--- src/rtl/blink_seq_pkg.sv ---
package blink_seq_pkg;

    localparam int CODE_W  = 7;
    localparam int ON_MAX  = 75;
    localparam int OFF_MAX = 125;

    localparam logic [CODE_W-1:0] OFF_STEADY  = 7'h7F;
    localparam logic [CODE_W-1:0] OFF_ONESHOT = 7'h7E;

    typedef enum logic [2:0] {
        ST_IDLE,
        ST_DELAY,
        ST_RISE,
        ST_ON,
        ST_FALL,
        ST_OFF,
        ST_STEADY,
        ST_DONE
    } seq_state_e;

    typedef struct packed {
        logic              load;
        logic              slow;
        logic [CODE_W-1:0] value;
    } timer_cmd_t;

    function automatic logic [CODE_W-1:0] on_ticks(input logic [CODE_W-1:0] code);
        return (int'(code) > ON_MAX) ? CODE_W'(ON_MAX) : code;
    endfunction

    function automatic logic [CODE_W-1:0] off_ticks(input logic [CODE_W-1:0] code);
        return (int'(code) > OFF_MAX) ? CODE_W'(OFF_MAX) : code;
    endfunction

endpackage

--- src/rtl/blink_tick_timer.sv ---
module blink_tick_timer
    import blink_seq_pkg::*;
#(
    parameter int W = CODE_W
) (
    input  logic         clk,
    input  logic         rst,
    input  logic         tick_fast,
    input  logic         tick_slow,
    input  logic         load,
    input  logic         load_slow,
    input  logic [W-1:0] load_val,
    output logic         expired
);
    logic [W-1:0] cnt;
    logic         use_slow;
    logic         tick;

    assign tick    = use_slow ? tick_slow : tick_fast;
    assign expired = (cnt == '0);

    always_ff @(posedge clk) begin
        if (rst) begin
            cnt      <= '0;
            use_slow <= 1'b0;
        end else if (load) begin
            cnt      <= load_val;
            use_slow <= load_slow;
        end else if (tick && cnt != '0) begin
            cnt <= cnt - W'(1);
        end
    end

    // an expired count stays at zero until reloaded
    a_r4_hold_at_zero: assert property (@(posedge clk) disable iff (rst)
        (!load && cnt == '0) |=> (cnt == '0));

    // without a reload the count only ever steps down by one
    a_r2_step_by_one: assert property (@(posedge clk) disable iff (rst)
        (!load && cnt != '0) |=> (cnt == $past(cnt) || cnt == $past(cnt) - W'(1)));

endmodule

--- src/rtl/blink_seq_fsm.sv ---
module blink_seq_fsm
    import blink_seq_pkg::*;
(
    input  logic              clk,
    input  logic              rst,
    input  logic              chan_en,
    input  logic [CODE_W-1:0] start_dly,
    input  logic [CODE_W-1:0] on_time,
    input  logic [CODE_W-1:0] off_time,
    input  logic              hb_en,
    input  logic [CODE_W-1:0] hb_on_time,
    input  logic [CODE_W-1:0] hb_off_time,
    input  logic              fade_in_done,
    input  logic              fade_out_done,
    input  logic              tmr_expired,
    output timer_cmd_t        tmr_cmd,
    output logic              led_on,
    output logic              hb_sel
);
    seq_state_e st, st_nxt;
    logic       hb_phase, hb_phase_nxt;
    logic       cycle_last;

    assign cycle_last = !hb_en || hb_phase;

    always_comb begin
        st_nxt       = st;
        hb_phase_nxt = hb_phase;
        tmr_cmd      = '{load: 1'b0, slow: 1'b0, value: '0};
        if (!chan_en) begin
            st_nxt       = ST_IDLE;
            hb_phase_nxt = 1'b0;
        end else begin
            unique case (st)
                ST_IDLE: begin
                    st_nxt       = ST_DELAY;
                    hb_phase_nxt = 1'b0;
                    tmr_cmd      = '{load: 1'b1, slow: 1'b0, value: start_dly};
                end
                ST_DELAY: if (tmr_expired) st_nxt = ST_RISE;
                ST_RISE: begin
                    if (fade_in_done) begin
                        if (!hb_phase && off_time == OFF_STEADY) begin
                            st_nxt = ST_STEADY;
                        end else begin
                            st_nxt  = ST_ON;
                            tmr_cmd = '{load: 1'b1, slow: 1'b0,
                                        value: hb_phase ? on_ticks(hb_on_time)
                                                        : on_ticks(on_time)};
                        end
                    end
                end
                ST_ON: if (tmr_expired) st_nxt = ST_FALL;
                ST_FALL: begin
                    if (fade_out_done) begin
                        if (cycle_last && off_time == OFF_ONESHOT) begin
                            st_nxt = ST_DONE;
                        end else begin
                            st_nxt       = ST_OFF;
                            hb_phase_nxt = hb_en && !hb_phase;
                            tmr_cmd      = '{load: 1'b1, slow: 1'b1,
                                             value: hb_phase ? off_ticks(hb_off_time)
                                                             : off_ticks(off_time)};
                        end
                    end
                end
                ST_OFF: if (tmr_expired) st_nxt = ST_RISE;
                ST_STEADY: st_nxt = ST_STEADY;
                ST_DONE:   st_nxt = ST_DONE;
                default:   st_nxt = ST_IDLE;
            endcase
        end
    end

    always_ff @(posedge clk) begin
        if (rst) begin
            st       <= ST_IDLE;
            hb_phase <= 1'b0;
        end else begin
            st       <= st_nxt;
            hb_phase <= hb_phase_nxt;
        end
    end

    always_comb begin
        led_on = (st == ST_RISE) || (st == ST_ON) || (st == ST_STEADY);
        hb_sel = hb_phase && ((st == ST_RISE) || (st == ST_ON) || (st == ST_FALL));
    end

    // a low enable always returns the sequencer to idle
    a_r9_disable_idles: assert property (@(posedge clk) disable iff (rst)
        !chan_en |=> (st == ST_IDLE && !hb_phase));

    // the pulse holds at the rise step until the fade engine answers
    a_r3_rise_waits: assert property (@(posedge clk) disable iff (rst)
        (st == ST_RISE && !fade_in_done && chan_en) |=> (st == ST_RISE));

    // the gap does not start before the fade-out is reported
    a_r4_fall_waits: assert property (@(posedge clk) disable iff (rst)
        (st == ST_FALL && !fade_out_done && chan_en) |=> (st == ST_FALL));

    // steady lighting persists while enabled
    a_r5_steady_holds: assert property (@(posedge clk) disable iff (rst)
        (st == ST_STEADY && chan_en) |=> (st == ST_STEADY && led_on));

    // a finished single cycle stays dark while enabled
    a_r6_done_holds: assert property (@(posedge clk) disable iff (rst)
        (st == ST_DONE && chan_en) |=> (st == ST_DONE && !led_on));

endmodule

--- src/rtl/blink_hb_seq.sv ---
module blink_hb_seq
    import blink_seq_pkg::*;
(
    input  logic              clk,
    input  logic              rst,
    input  logic              tick_10ms,
    input  logic              tick_100ms,
    input  logic              chan_en,
    input  logic [CODE_W-1:0] start_dly,
    input  logic [CODE_W-1:0] on_time,
    input  logic [CODE_W-1:0] off_time,
    input  logic              hb_en,
    input  logic [CODE_W-1:0] hb_on_time,
    input  logic [CODE_W-1:0] hb_off_time,
    input  logic              fade_in_done,
    input  logic              fade_out_done,
    output logic              led_on,
    output logic              hb_sel
);
    timer_cmd_t tmr_cmd;
    logic       tmr_expired;

    blink_seq_fsm u_fsm (
        .clk           (clk),
        .rst           (rst),
        .chan_en       (chan_en),
        .start_dly     (start_dly),
        .on_time       (on_time),
        .off_time      (off_time),
        .hb_en         (hb_en),
        .hb_on_time    (hb_on_time),
        .hb_off_time   (hb_off_time),
        .fade_in_done  (fade_in_done),
        .fade_out_done (fade_out_done),
        .tmr_expired   (tmr_expired),
        .tmr_cmd       (tmr_cmd),
        .led_on        (led_on),
        .hb_sel        (hb_sel)
    );

    blink_tick_timer #(.W(CODE_W)) u_timer (
        .clk       (clk),
        .rst       (rst),
        .tick_fast (tick_10ms),
        .tick_slow (tick_100ms),
        .load      (tmr_cmd.load),
        .load_slow (tmr_cmd.slow),
        .load_val  (tmr_cmd.value),
        .expired   (tmr_expired)
    );

    // the heartbeat level is never selected for a channel that is off
    a_r8_sel_needs_enable: assert property (@(posedge clk) disable iff (rst)
        !chan_en |=> !hb_sel);

endmodule

--- config.mk ---
export PLATFORM = sky130hd
export DESIGN_NAME = blink_hb_seq
export DESIGN_NICKNAME = d
export VERILOG_FILES = /design/src/rtl/blink_seq_pkg.sv /design/src/rtl/blink_tick_timer.sv /design/src/rtl/blink_seq_fsm.sv /design/src/rtl/blink_hb_seq.sv
export SDC_FILE = /design/constraint.sdc
export NUM_CORES = 1
export LEC_CHECK = 0
export ABC_AREA = 1
export BUFFER_PORTS_ARGS = -buffer_cell sky130_fd_sc_hd__buf_2
export CORE_ASPECT_RATIO = 1.4
export CORE_MARGIN = 3
export CORE_UTILIZATION = 55
export DETAILED_ROUTE_END_ITERATION = 8
export GPL_ROUTABILITY_DRIVEN = 0
export GPL_TIMING_DRIVEN = 1
export PLACE_DENSITY = 0.92
export SLEW_MARGIN = 15
export SYNTH_ARGS = -nofsm -noshare
export SYNTH_HDL_FRONTEND = slang
export SYNTH_HIERARCHICAL = 1
export SYNTH_SLANG_ARGS = --single-unit
export TNS_END_PERCENT = 10
--- constraint.sdc ---
create_clock -name clk -period 3.49 [get_ports clk]
set_clock_uncertainty 0.05 [all_clocks]
set_input_delay 0.349 -clock clk [delete_from_list [all_inputs] [get_ports clk]]
set_output_delay 0.349 -clock clk [all_outputs]
set_load 0.01 [all_outputs]
-- After elaboration in Yosys (flattened, before gate mapping)
Cells that the tools add are included.
- register bits after elaboration: 12
- bits of input ports: 43
- output and inout bits: 2
- logic and storage cells: 69
- add/subtract/negate cells: 1
- $lt $le $gt $ge: 4
- equal/unequal tests: 14
- mux-type cells: 25
- bitwise gates (word level): 1
- reductions and logical operators: 20
- operator list (kind ; count):
    two-way mux 7 bit ; 8
    two-way mux 9 bit ; 5
    greater-than comparator 7 bit, second input constant ; 4
    case mux 9 bit (3 select lines) ; 1
    case mux 3 bit (7 select lines) ; 1
    two-way mux 3 bit ; 5
    == test 7 bit, second input constant ; 2
    == test 3 bit, second input constant ; 4
    inequality test 2 bit, second input constant ; 4
    zero test 7 bit ; 1
    nonzero test 7 bit ; 1
    subtractor 7 x 1 -> 7 bit, second input constant ; 1
    == test 3 x 2 -> 1 bit, second input constant ; 2
    logical AND 1 bit ; 5
    logical OR 1 bit ; 4
    AND reduction 4 bit ; 1
    nonzero test 2 bit ; 2
    OR reduction 2 bit ; 2
    == test 3 x 1 -> 1 bit, second input constant ; 1
    zero test 3 bit ; 1
    two-way mux 1 bit ; 3
    AND reduction 3 bit ; 1
    zero test 1 bit ; 2
    two-way mux 2 bit ; 1
    other kinds (3) ; 3

-- Depth between registers and ports, before layout
Gate-level depths: netlist (run 1).
- depth in word-level cells: 8
- mapped depth: 14
- depth with buffers taken out: 14

-- By module
The synthesis (run 1) kept the hierarchy.
- modules (own cells, without submodules) (module ; times used ; cells each ; area an instance (um2) ; seq. area each (um2)):
    blink_seq_fsm ; 1 ; 176 ; 833.3 ; 80.1
    blink_tick_timer ; 1 ; 82 ; 524.3 ; 160.2

-- Worst setup path before layout (run 1)
Ideal clock, no wire load.
- kind: register to register
- start: reg u_fsm.st[2]
- end: reg u_timer.cnt[4]
- arrival: 1585 ps
- setup slack: 1741 ps
- stages on the path, launching flop included: 13
- cell sequence: dfxtp_1 > buf_4 > nor3_2 > nand2_2 > inv_2 > nand2_2 > a21oi_1 > buf_2 > inv_2 > nand2_4 > clkinv_2 > nor2_1 > nor2_1
- RTL lines (item ; RTL line ; text):
    start, declared ; blink_seq_fsm.sv:20 ; seq_state_e st, st_nxt;
    start signal, assigned ; blink_seq_fsm.sv:80 ; st <= st_nxt;
    end signal, assigned ; blink_tick_timer.sv:27 ; cnt <= load_val;
    end signal, assigned ; blink_tick_timer.sv:30 ; cnt <= cnt - W'(1);
    end, declared ; blink_tick_timer.sv:15 ; logic [W-1:0] cnt;

==> out/metrics.cfg, run 1 <==
[grt]
track_usage=0.270
grt_remaining_overflow=0
grt_max_degree=18
grt_pass1_vias=1611
grt_antenna_before_repair=0
grt_pass1_wl_um=6230

[run_status]
status=finished, final reports clean

[synthesis]
yosys.area_share.simple=0.555
yosysTopAreaCell=nand2_1
synth_fa_ha_area_frac=0.0184
synthFlopType=dfxtp_1
netlist_area_sq_um=1360
synth.top_cell.area_share=0.241
synth_edf_count=0
synth_top_family_by_area=simple AND/OR/NAND/NOR gates
avgSynthCellArea_sq_um=5.26
synth.area.top_cells=nand2_1, dfxtp_1, nor2_1
async_flop_share=0
ys_warn_count=6
ys_ff_latch=12
ys_types=29
syn_inst=258
syn-num-nets=303
synthXorXnorAreaFrac=0.0129
synth_mux_area_frac=0
synth-seq-area-share=0.177
synth_compound_area_frac=0.131

[critical_path]
startpoint_type=flip-flop
worstPathMaxFanout=17
worstSetupPathType=reg -> reg
cp_cell_sequence=inv_2, nand3_1, nand2_2, inv_2, nand2_2, a21oi_1, inv_2, nand2_4, clkinv_2, nor2_1, nor2_1
slowest_stage=dfxtp_1
critPathRequiredTime_ns=3.62
crit_top_cell=inv_2
crit_arrival_ns=2.67
crit_path_max_incr_delay_ns=0.60
critPathCaptureType=flip-flop

[cells_and_area]
instances_no_fill=324
syn2layout_area_growth_pct=19.3
drive_gt1_frac=0.232
design_area_sq_um=1620
multiInputGateArea_sq_um=973
final_common_cell=nand2_1
layout.nets=348
final_cell_mix=nand2_1, nor2_1, buf_2
antenna_cells=0
fillers=226
seq_area_sq_um=240

[clock_network]
cts_tree=built
clk_latency_ns=0.28
cts.clk_slew.worst_paths_ns=0.08
cts_root_buffer=clkbuf_4
cts_hold_buf=0
htree_levels=1
clockBufferDepth=2
cts_sinks=12
cts_buffers=3
post_cts_buffers=0
cts.repair.resized=0

[drt]
firstDrtPassIters=7
wl_um=3590
vias=1696
routedWlPerCell_um=11.1
via_per_inst=5.23
drt_drc_violations_left=0
drt_first_iter_violations=43
ant_nets=0

[sta]
hold_viol=0
grt_setup_unrepaired=no
setup_viol=0
slew_violations=0
fin_crit_sh=0.726
worst_slack_ns=0.956
maxSlewHeadroom=0.566
fin_crit_ns=2.53
tns_ns=0
worst_pin_slew_ns=0.651
max_freq_ghz=0.395

[die]
ios=45
die_h_um=64.8
start_util=0.603
std_cell_rows=20
die_x_um=48.0
core_sq_um=2250
die_area_sq_um=3110

[placed_design]
placed_area_sq_um=1580
dp_hpwl_um=3030
port_buffers=44
dp_slack_ns=1.00
placed_cells=320

[flow_run]
maxCapViolations=0

[pwr]
power_mw=0.585
power.density_nw_per_um2=361
p_leak_nw=0.894
ir_worst_vdd_mv=0.187

[worst_hold_path]
holdCritPathClass=in -> reg

==> cells in the mapped netlist, types with 2 or more instances <==
master	number
nand3_2	3
nor2_1	49
inv_1	24
nor2_2	3
nor3_1	2
nand2_4	2
a31oi_1	2
ha_1	2
nand3_1	20
o21ai_1	8
nand2_2	2
nand2_1	87
a21oi_1	11
inv_2	6
xor2_1	2
o21ai_0	9
buf_2	3
dfxtp_1	12
==> logic make-up (layout without fill, tap and decap cells) <==
family / after synthesis / count (layout)
flip-flops: 12 / 12
XOR/XNOR: 2 / 2
AO/OA/AOI/OAI: 32 / 32
adder cells (fa/ha/maj): 2 / 2
buffers and inverters: 36 / 80
AND/OR/NAND/NOR: 174 / 174
==> worst max-delay path, delay by kind of cell (launching register included) <==
family | cells | cell delay (ns)
compound gates | 1 | 0.54
buf+inv | 4 | 0.58
flops | 1 | 0.60
simple gates | 6 | 0.65
==> stage by stage <==
stage / utilization / hold slack [ns]
floorplan: - / 0.378
global placement: 0.703 / 0.408
detailed placement: 0.703 / 0.413
CTS: 0.719 / 0.312
global route: 0.719 / 0.307
finish: 0.719 / 0.321
==> routing by layer <==
metal / up-vias / global-route usage / part of all wire
met4: 0 / 0.114 / 0.023
met5: - / 0 / 0
met1: 743 / 0.281 / 0.39
met3: 9 / 0.0361 / 0.035
li1: 900 / - / -
met2: 44 / 0.495 / 0.55
==> flip-flops by register name, summed over array words and instances (netlist names) <==
name / count
u_fsm/st: 3
u_timer/use_slow: 1
u_timer/cnt: 7
u_fsm/hb_phase: 1
==> area by class of cell <==
| type | instances | share of cell area |
|---|---|---|
| Timing Repair Buffer | 44 | 0.136 |
| Multi-Input combinational cell | 210 | 0.601 |
| Clock buffer | 4 | 0.0224 |
| Sequential cell | 12 | 0.148 |
| Inverter | 32 | 0.0750 |
| Tap cell | 22 | 0.0170 |
==> power by group <==
| part | switching [mW] | internal (mW) |
|---|---|---|
| Combinational | 0.175 | 0.109 |
| Sequential | 0.0284 | 0.160 |
| Clock | 0.0483 | 0.0635 |
==> final timing paths <==
kind                                                  start                           to  slack, ns  cells after the start
worst min register to register  u_timer/cnt[0]$_SDFFE_PP0P_  u_timer/cnt[0]$_SDFFE_PP0P_       0.42                      1
worst min-delay path                                  hb_en  u_fsm/hb_phase$_SDFFE_PP0P_       0.32                      3
worst max register to register  u_fsm/hb_phase$_SDFFE_PP0P_  u_timer/cnt[4]$_SDFFE_PP0P_       0.96                     11
worst max-delay path            u_fsm/hb_phase$_SDFFE_PP0P_  u_timer/cnt[4]$_SDFFE_PP0P_       0.96                     11
(Power assumes the default switching activity.)
==> run 2, diff against run 1 <==
--- a/config.mk
+++ b/config.mk
@@ -9,11 +9,11 @@
 export BUFFER_PORTS_ARGS = -buffer_cell sky130_fd_sc_hd__buf_2
 export CORE_ASPECT_RATIO = 1.4
 export CORE_MARGIN = 3
-export CORE_UTILIZATION = 55
+export CORE_UTILIZATION = 51
 export DETAILED_ROUTE_END_ITERATION = 8
 export GPL_ROUTABILITY_DRIVEN = 0
 export GPL_TIMING_DRIVEN = 1
-export PLACE_DENSITY = 0.92
+export PLACE_DENSITY = 0.87
 export SLEW_MARGIN = 15
 export SYNTH_ARGS = -nofsm -noshare
 export SYNTH_HDL_FRONTEND = slang
==> constraint.sdc (replaced) <==
create_clock -name clk -period 2.37 [get_ports clk]
set_clock_uncertainty 0.05 [all_clocks]
set_input_delay 0.237 -clock clk [delete_from_list [all_inputs] [get_ports clk]]
set_output_delay 0.237 -clock clk [all_outputs]
set_load 0.01 [all_outputs]
==> run 2 against run 1 <==
Non-clock buffer count is 2 higher. Register-to-register slack lost 0.47 ns. Via count is 0.83% higher. Die area up 7.0%. Final cell count up 4.3%. First-iteration DRC count is 7.0% higher. Sequential power increased by 48%. Routed wire length is 0.25% higher. Clock-buffer cell count stayed put. Clock power increased by 48%.
==> out/metrics.cfg, run 2 (synthesized netlist as in run 1, its figures left out) <==
[worst_hold_path]
holdCritPathClass=in -> reg

[cells_and_area]
antenna_cells=0  ; unchanged
multiInputGateArea_sq_um=973  ; unchanged
fillers=260  ; +15%
largest_reg_flops=7  ; unchanged
layout.nets=350  ; +0.57%
syn2layout_area_growth_pct=21.5
regMostFlops=u_timer/cnt
final_cell_mix=nand2_1, nor2_1, buf_2
drive_gt1_frac=0.237  ; +0.00505
final_common_cell=nand2_1
seq_area_sq_um=240  ; unchanged
top_regs=u_timer/cnt x7, u_fsm/st x3
fin_util=0.668  ; -0.0512

[die]
std_cell_rows=21  ; +5.0%
die_area_sq_um=3330  ; +7.0%
start_util=0.550  ; -0.0531
die_h_um=67.0  ; +3.5%
die_x_um=49.6  ; +3.4%
ios=45  ; unchanged
core_sq_um=2470  ; +9.7%

[grt]
grt_pass1_vias=1569  ; -2.6%
track_usage=0.232  ; -0.0380
grt_max_degree=18  ; unchanged
grt_pass1_wl_um=6090  ; -2.3%
grt_remaining_overflow=0  ; unchanged
grt_antenna_before_repair=0  ; unchanged

[critical_path]
critPathCaptureType=flip-flop
cpLargestDelayFamily=simple AND/OR/NAND/NOR gates
critPathRequiredTime_ns=2.50  ; -1.12 ns
cp_cell_sequence=inv_2, nand2_1, nor2_1, nor2_1, a21oi_1, inv_2, nand2_4, clkinv_2, nor2_1, nor2_1
worstSetupPathType=reg -> reg
crit_arrival_ns=2.01  ; -0.66 ns
slowest_stage=dfxtp_1
crit_buf_inv=3  ; -1
crit_top_cell=nor2_1
worstPathMaxFanout=8  ; -9
startpoint_type=flip-flop
crit_path_max_incr_delay_ns=0.38  ; -0.22 ns

[run_status]
status=finished, final reports clean

[drt]
via_per_inst=5.06  ; -3.4%
routedWlPerCell_um=10.7  ; -3.9%
firstDrtPassIters=5  ; -2
wl_um=3600  ; +0.25%
drt_first_iter_violations=46  ; +7.0%
drt_drc_violations_left=0  ; unchanged
ant_nets=0  ; unchanged
vias=1710  ; +0.83%

[sta]
worst_slack_ns=0.485  ; -0.471 ns
maxSlewHeadroom=0.718  ; +0.152
tns_ns=0  ; unchanged
worst_pin_slew_ns=0.422  ; -0.229 ns
hold_viol=0  ; unchanged
max_freq_ghz=0.530  ; +34%
grt_setup_unrepaired=no
fin_crit_ns=1.89  ; -0.649 ns
fin_crit_sh=0.795  ; +0.0693
slew_violations=0  ; unchanged
setup_viol=0  ; unchanged

[clock_network]
htree_levels=1  ; unchanged
cts_tree=built
cts_buffers=3  ; unchanged
post_cts_buffers=0  ; unchanged
cts_sinks=12  ; unchanged
cts_root_buffer=clkbuf_4
cts.repair.resized=0  ; unchanged
cts_hold_buf=0  ; unchanged
cts.clk_slew.worst_paths_ns=0.08  ; about the same
clk_latency_ns=0.27  ; about the same
clockBufferDepth=2  ; unchanged

[placed_design]
dp_hpwl_um=2970  ; -2.0%
dp_slack_ns=0.541  ; -0.463 ns
port_buffers=44  ; unchanged

[pwr]
ir_worst_vdd_mv=0.290  ; +55%
p_leak_nw=0.904  ; +1.2%
power_mw=0.865  ; +48%
power.density_nw_per_um2=525  ; +45%

[flow_run]
maxCapViolations=0  ; unchanged

-- run 2: changes by cell type in the layout (fill, tap and decap cells not counted), sizes merged --
cell and delta:
buf +2
-- run 2: stage by stage --
stage | hold slack (ns) | instance area [sq um] | instances
after floorplan | 0.350 | 1360 | 258
after global placement | 0.434 | 1610 | 334
after detailed placement | 0.428 | 1610 | 334
after CTS | 0.200 | 1650 | 338
after global routing | 0.209 | 1650 | 338
final | 0.212 | 1650 | 338
-- run 2: layout make-up --
type,instances,area share
timing repair buffer,46,0.143
tap,34,0.0258
multi-input combinational,210,0.590
inverter,32,0.0736
sequential,12,0.146
clock buffer,4,0.0220
-- run 2: final timing paths --
check                              start                     endpoint  slack, ns  cells after the start
max             u_fsm/st[1]$_SDFFE_PP0P_  u_timer/cnt[4]$_SDFFE_PP0P_       0.48                     10
max reg2reg     u_fsm/st[1]$_SDFFE_PP0P_  u_timer/cnt[4]$_SDFFE_PP0P_       0.48                     10
min                                hb_en  u_fsm/hb_phase$_SDFFE_PP0P_       0.21                      3
min reg2reg  u_timer/cnt[0]$_SDFFE_PP0P_  u_timer/cnt[0]$_SDFFE_PP0P_       0.44                      1
-- run 2: tightest hold or removal path, stage by stage --
cell	delay, ns
buf_2	0.11
nand3_1	0.07
a21oi_1	0.06
-- run 2: routing by layer --
layer  track usage  part of all wire  up-vias
met1         0.252              0.41      720
met2         0.425              0.51       76
met3        0.0246             0.062       10
met4         0.138             0.023        0
met5             0                 0        -
li1              -                 -      904
-- run 2: power breakdown --
part	switching (mW)	total, mW	internal (mW)
sequential	0.0429	0.278	0.236
combinational	0.257	0.421	0.164
clock	0.0721	0.166	0.0934
total	0.372	0.865	0.493
==> run 3, diff against run 2 <==
--- a/config.mk
+++ b/config.mk
@@ -5,15 +5,15 @@
 export SDC_FILE = /design/constraint.sdc
 export NUM_CORES = 1
 export LEC_CHECK = 0
-export ABC_AREA = 1
+export ABC_AREA = 0
 export BUFFER_PORTS_ARGS = -buffer_cell sky130_fd_sc_hd__buf_2
 export CORE_ASPECT_RATIO = 1.4
 export CORE_MARGIN = 3
-export CORE_UTILIZATION = 51
+export CORE_UTILIZATION = 45
 export DETAILED_ROUTE_END_ITERATION = 8
 export GPL_ROUTABILITY_DRIVEN = 0
 export GPL_TIMING_DRIVEN = 1
-export PLACE_DENSITY = 0.87
+export PLACE_DENSITY = 0.82
 export SLEW_MARGIN = 15
 export SYNTH_ARGS = -nofsm -noshare
 export SYNTH_HDL_FRONTEND = slang
==> constraint.sdc (replaced) <==
create_clock -name clk -period 1.5 [get_ports clk]
set_clock_uncertainty 0.05 [all_clocks]
set_input_delay 0.15 -clock clk [delete_from_list [all_inputs] [get_ports clk]]
set_output_delay 0.15 -clock clk [all_outputs]
set_load 0.01 [all_outputs]
==> run 3 against run 2 <==
The flow now finishes with violations (setup timing). Largest cell class unchanged. Sequential power increased by 46%. Clock power increased by 57%. Global-route usage increased by 0.84 points. Total power increased by 54%. Core utilization increased by 3.9 points. Clock-buffer cell count unchanged. Sequential share of layout area decreased by 1.4 points. Synthesized area decreased by 5.4%. Non-clock buffer count increased by 28. Worst setup slack got worse by 0.69 ns. Combinational power increased by 58%.
==> out/metrics.cfg, run 3 <==
[drt]
wl_um=3960  ; +10%
ant_nets=0  ; unchanged
via_per_inst=5.74  ; +13%
vias=1573  ; -8.0%
drt_drc_violations_left=0  ; unchanged
drt_first_iter_violations=59  ; +28%
firstDrtPassIters=5  ; unchanged
routedWlPerCell_um=14.5  ; +36%

[synthesis]
netlist_area_sq_um=1280  ; -5.4%
avgSynthCellArea_sq_um=7.69  ; +46%
ys_types=52  ; +79%
synth.area.top_cells=dfxtp_1, mux2_2, mux2i_1
ys_ff_latch=12  ; unchanged
syn-num-nets=212  ; -30%
synth_edf_count=0  ; unchanged
yosysTopAreaCell=dfxtp_1
ys_warn_count=6  ; unchanged
synth.top_cell.area_share=0.187  ; -0.0534
synthFlopType=dfxtp_1
yosysMostFrequentCell=nor2_1
synth-seq-area-share=0.187  ; +0.0102
synth_commonest_cells=nor2_1, dfxtp_1, nand2_1
async_flop_share=0  ; unchanged
syn_inst=167  ; -35%

[cells_and_area]
drive_gt1_frac=0.492  ; +0.255
design_area_sq_um=1890  ; +14%
syn2layout_area_growth_pct=47.0
largest_reg_flops=7  ; unchanged
antenna_cells=0  ; unchanged
layout.nets=284  ; -19%
regMostFlops=u_timer/cnt
instances_no_fill=274  ; -19%
final_common_cell=buf_2
final_cell_mix=buf_2, buf_4, nor2_1
top_regs=u_timer/cnt x7, u_fsm/st x3

[critical_path]
worstSetupPathType=reg -> reg
crit_path_max_incr_delay_ns=0.34  ; -0.04 ns
crit_buf_inv=0  ; -3
startpoint_type=flip-flop
crit_arrival_ns=1.86  ; -0.15 ns
worstPathMaxFanout=5  ; -3
critPathRequiredTime_ns=1.65  ; -0.85 ns
critPathCaptureType=flip-flop
cpLargestDelayFamily=compound AO/OA/AOI/OAI gates
slowest_stage=dfxtp_2
r2r_setup_slack_ns=-0.21  ; -0.69 ns
cp_cell_sequence=and4bb_2, o41a_1, a22oi_1, a21oi_1, nor2_2, a211oi_1

[sta]
worst_pin_slew_ns=0.338  ; -0.0843 ns
grt_setup_unrepaired=yes
fin_crit_ns=1.71  ; -0.176 ns
hold_viol=0  ; unchanged
setup_viol=12  ; +12
fin_crit_sh=1.14  ; +0.344
worst_slack_ns=-0.209  ; -0.694 ns
slew_violations=0  ; unchanged
maxSlewHeadroom=0.769  ; +0.0508
max_freq_ghz=0.585  ; +10%

[clock_network]
cts_buffers=3  ; unchanged
clk_latency_ns=0.28  ; about the same
cts_sinks=12  ; unchanged
cts_root_buffer=clkbuf_4
cts.clk_slew.worst_paths_ns=0.08  ; about the same
clockBufferDepth=2  ; unchanged
cts_hold_buf=0  ; unchanged
cts_tree=built
htree_levels=1  ; unchanged

[grt]
grt_remaining_overflow=0  ; unchanged
grt_pass1_wl_um=6600  ; +8.5%
grt_pass1_vias=1590  ; +1.3%
grt_antenna_before_repair=0  ; unchanged
grt.met2_usage=0.445  ; +0.0193
use_met3=0.0108  ; -0.0139
grt_max_degree=21  ; +3
globalRouteMet1Util=0.257  ; +0.00495
track_usage=0.240  ; +0.00838
grt_busiest_layer=met2

[worst_hold_path]
holdCritPathClass=in -> reg

[placed_design]
placed_area_sq_um=1750  ; +8.5%
port_buffers=44  ; unchanged
placed_cells=267  ; -20%
dp_hpwl_um=3100  ; +4.3%

[die]
die_h_um=69.2  ; +3.2%
start_util=0.481  ; -0.0689
core_sq_um=2670  ; +8.1%
die_area_sq_um=3540  ; +6.4%
ios=45  ; unchanged
die_x_um=51.1  ; +3.1%
std_cell_rows=22  ; +4.8%

[run_status]
violations=setup timing
status=finished, violations left

[flow_run]
maxCapViolations=0  ; unchanged

[pwr]
power.density_nw_per_um2=705  ; +34%
ir_worst_vdd_mv=0.425  ; +47%
p_leak_nw=0.806  ; -11%

## run 3: cell count changes in the layout (fill, tap and decap cells not counted), moves of 15 or more
cell	delta
buf_4	+26
inv_1	-17
nand2_1	-76
nand3_1	-15
nor2_1	-35
## run 3: final timing paths
path / cells past startpoint / startpoint / to
worst max register to register: 6 / u_fsm/st[0]$_SDFFE_PP0P_ / u_timer/cnt[6]$_SDFFE_PP0P_
worst min-delay path: 2 / rst / u_timer/cnt[2]$_SDFFE_PP0P_
worst min register to register: 2 / u_timer/cnt[0]$_SDFFE_PP0P_ / u_timer/cnt[0]$_SDFFE_PP0P_
worst max-delay path: 6 / u_fsm/st[0]$_SDFFE_PP0P_ / u_timer/cnt[6]$_SDFFE_PP0P_
## run 3: power breakdown
part	leakage (nW)	switching, mW	internal, mW
clock	0.0210	0.113	0.148
sequential	0.101	0.0470	0.358
combinational	0.684	0.303	0.362
total	0.806	0.463	0.868
## run 3: kinds of logic (layout without fill, tap and decap cells)
family | Yosys count | in the layout | synth area share
compound gates | 51 | 52 | 0.286
xor+xnor | 3 | 3 | 0.0205
fa+ha+maj | 2 | 2 | 0.0195
buf+inv | 18 | 88 | 0.0672
flops | 12 | 12 | 0.187
mux | 14 | 14 | 0.117
simple gates | 67 | 67 | 0.303
## run 3: per-stage QoR
| step | total power [mW] | worst slack (ns) | util | hold WS, ns | setup TNS (ns) |
|---|---|---|---|---|---|
| 2_1_floorplan | 0.756 | -0.143 | - | 0.252 | -1.19 |
| 3_3_place_gp | 0.988 | -0.216 | 0.656 | 0.401 | -1.93 |
| 3_5_place_dp | 1.00 | -0.255 | 0.656 | 0.411 | -2.34 |
| 4_1_cts | 1.32 | -0.168 | 0.695 | 0.106 | -1.54 |
| 5_1_grt | 1.42 | -0.253 | 0.707 | 0.124 | -2.43 |
| 6_report | 1.33 | -0.209 | 0.707 | 0.125 | -1.57 |
## run 3: timing repair
| item | 4_1_cts | 5_1_grt |
|---|---|---|
| setup endpoints to repair | 12 | 12 |
| cloned | 1 | 0 |
| gates resized for setup | 15 | 8 |
| pin swaps | 6 | 1 |
| buffers inserted | 2 | 0 |
## run 3: cell type report
type	instances	area (sq um)
Clock buffer	4	36.3
Fill cell	223	783
Inverter	10	47.5
Multi-Input combinational cell	138	1060
Sequential cell	12	248
Tap cell	36	45.0
Timing Repair Buffer	74	453
## run 3: per-layer routing
layer | wire length, um | vias to the layer above | part of all wire
met5 | 0 | - | 0
met2 | 2090 | 66 | 0.53
met3 | 166 | 12 | 0.042
met1 | 1550 | 708 | 0.39
li1 | - | 787 | -
met4 | 155 | 0 | 0.039
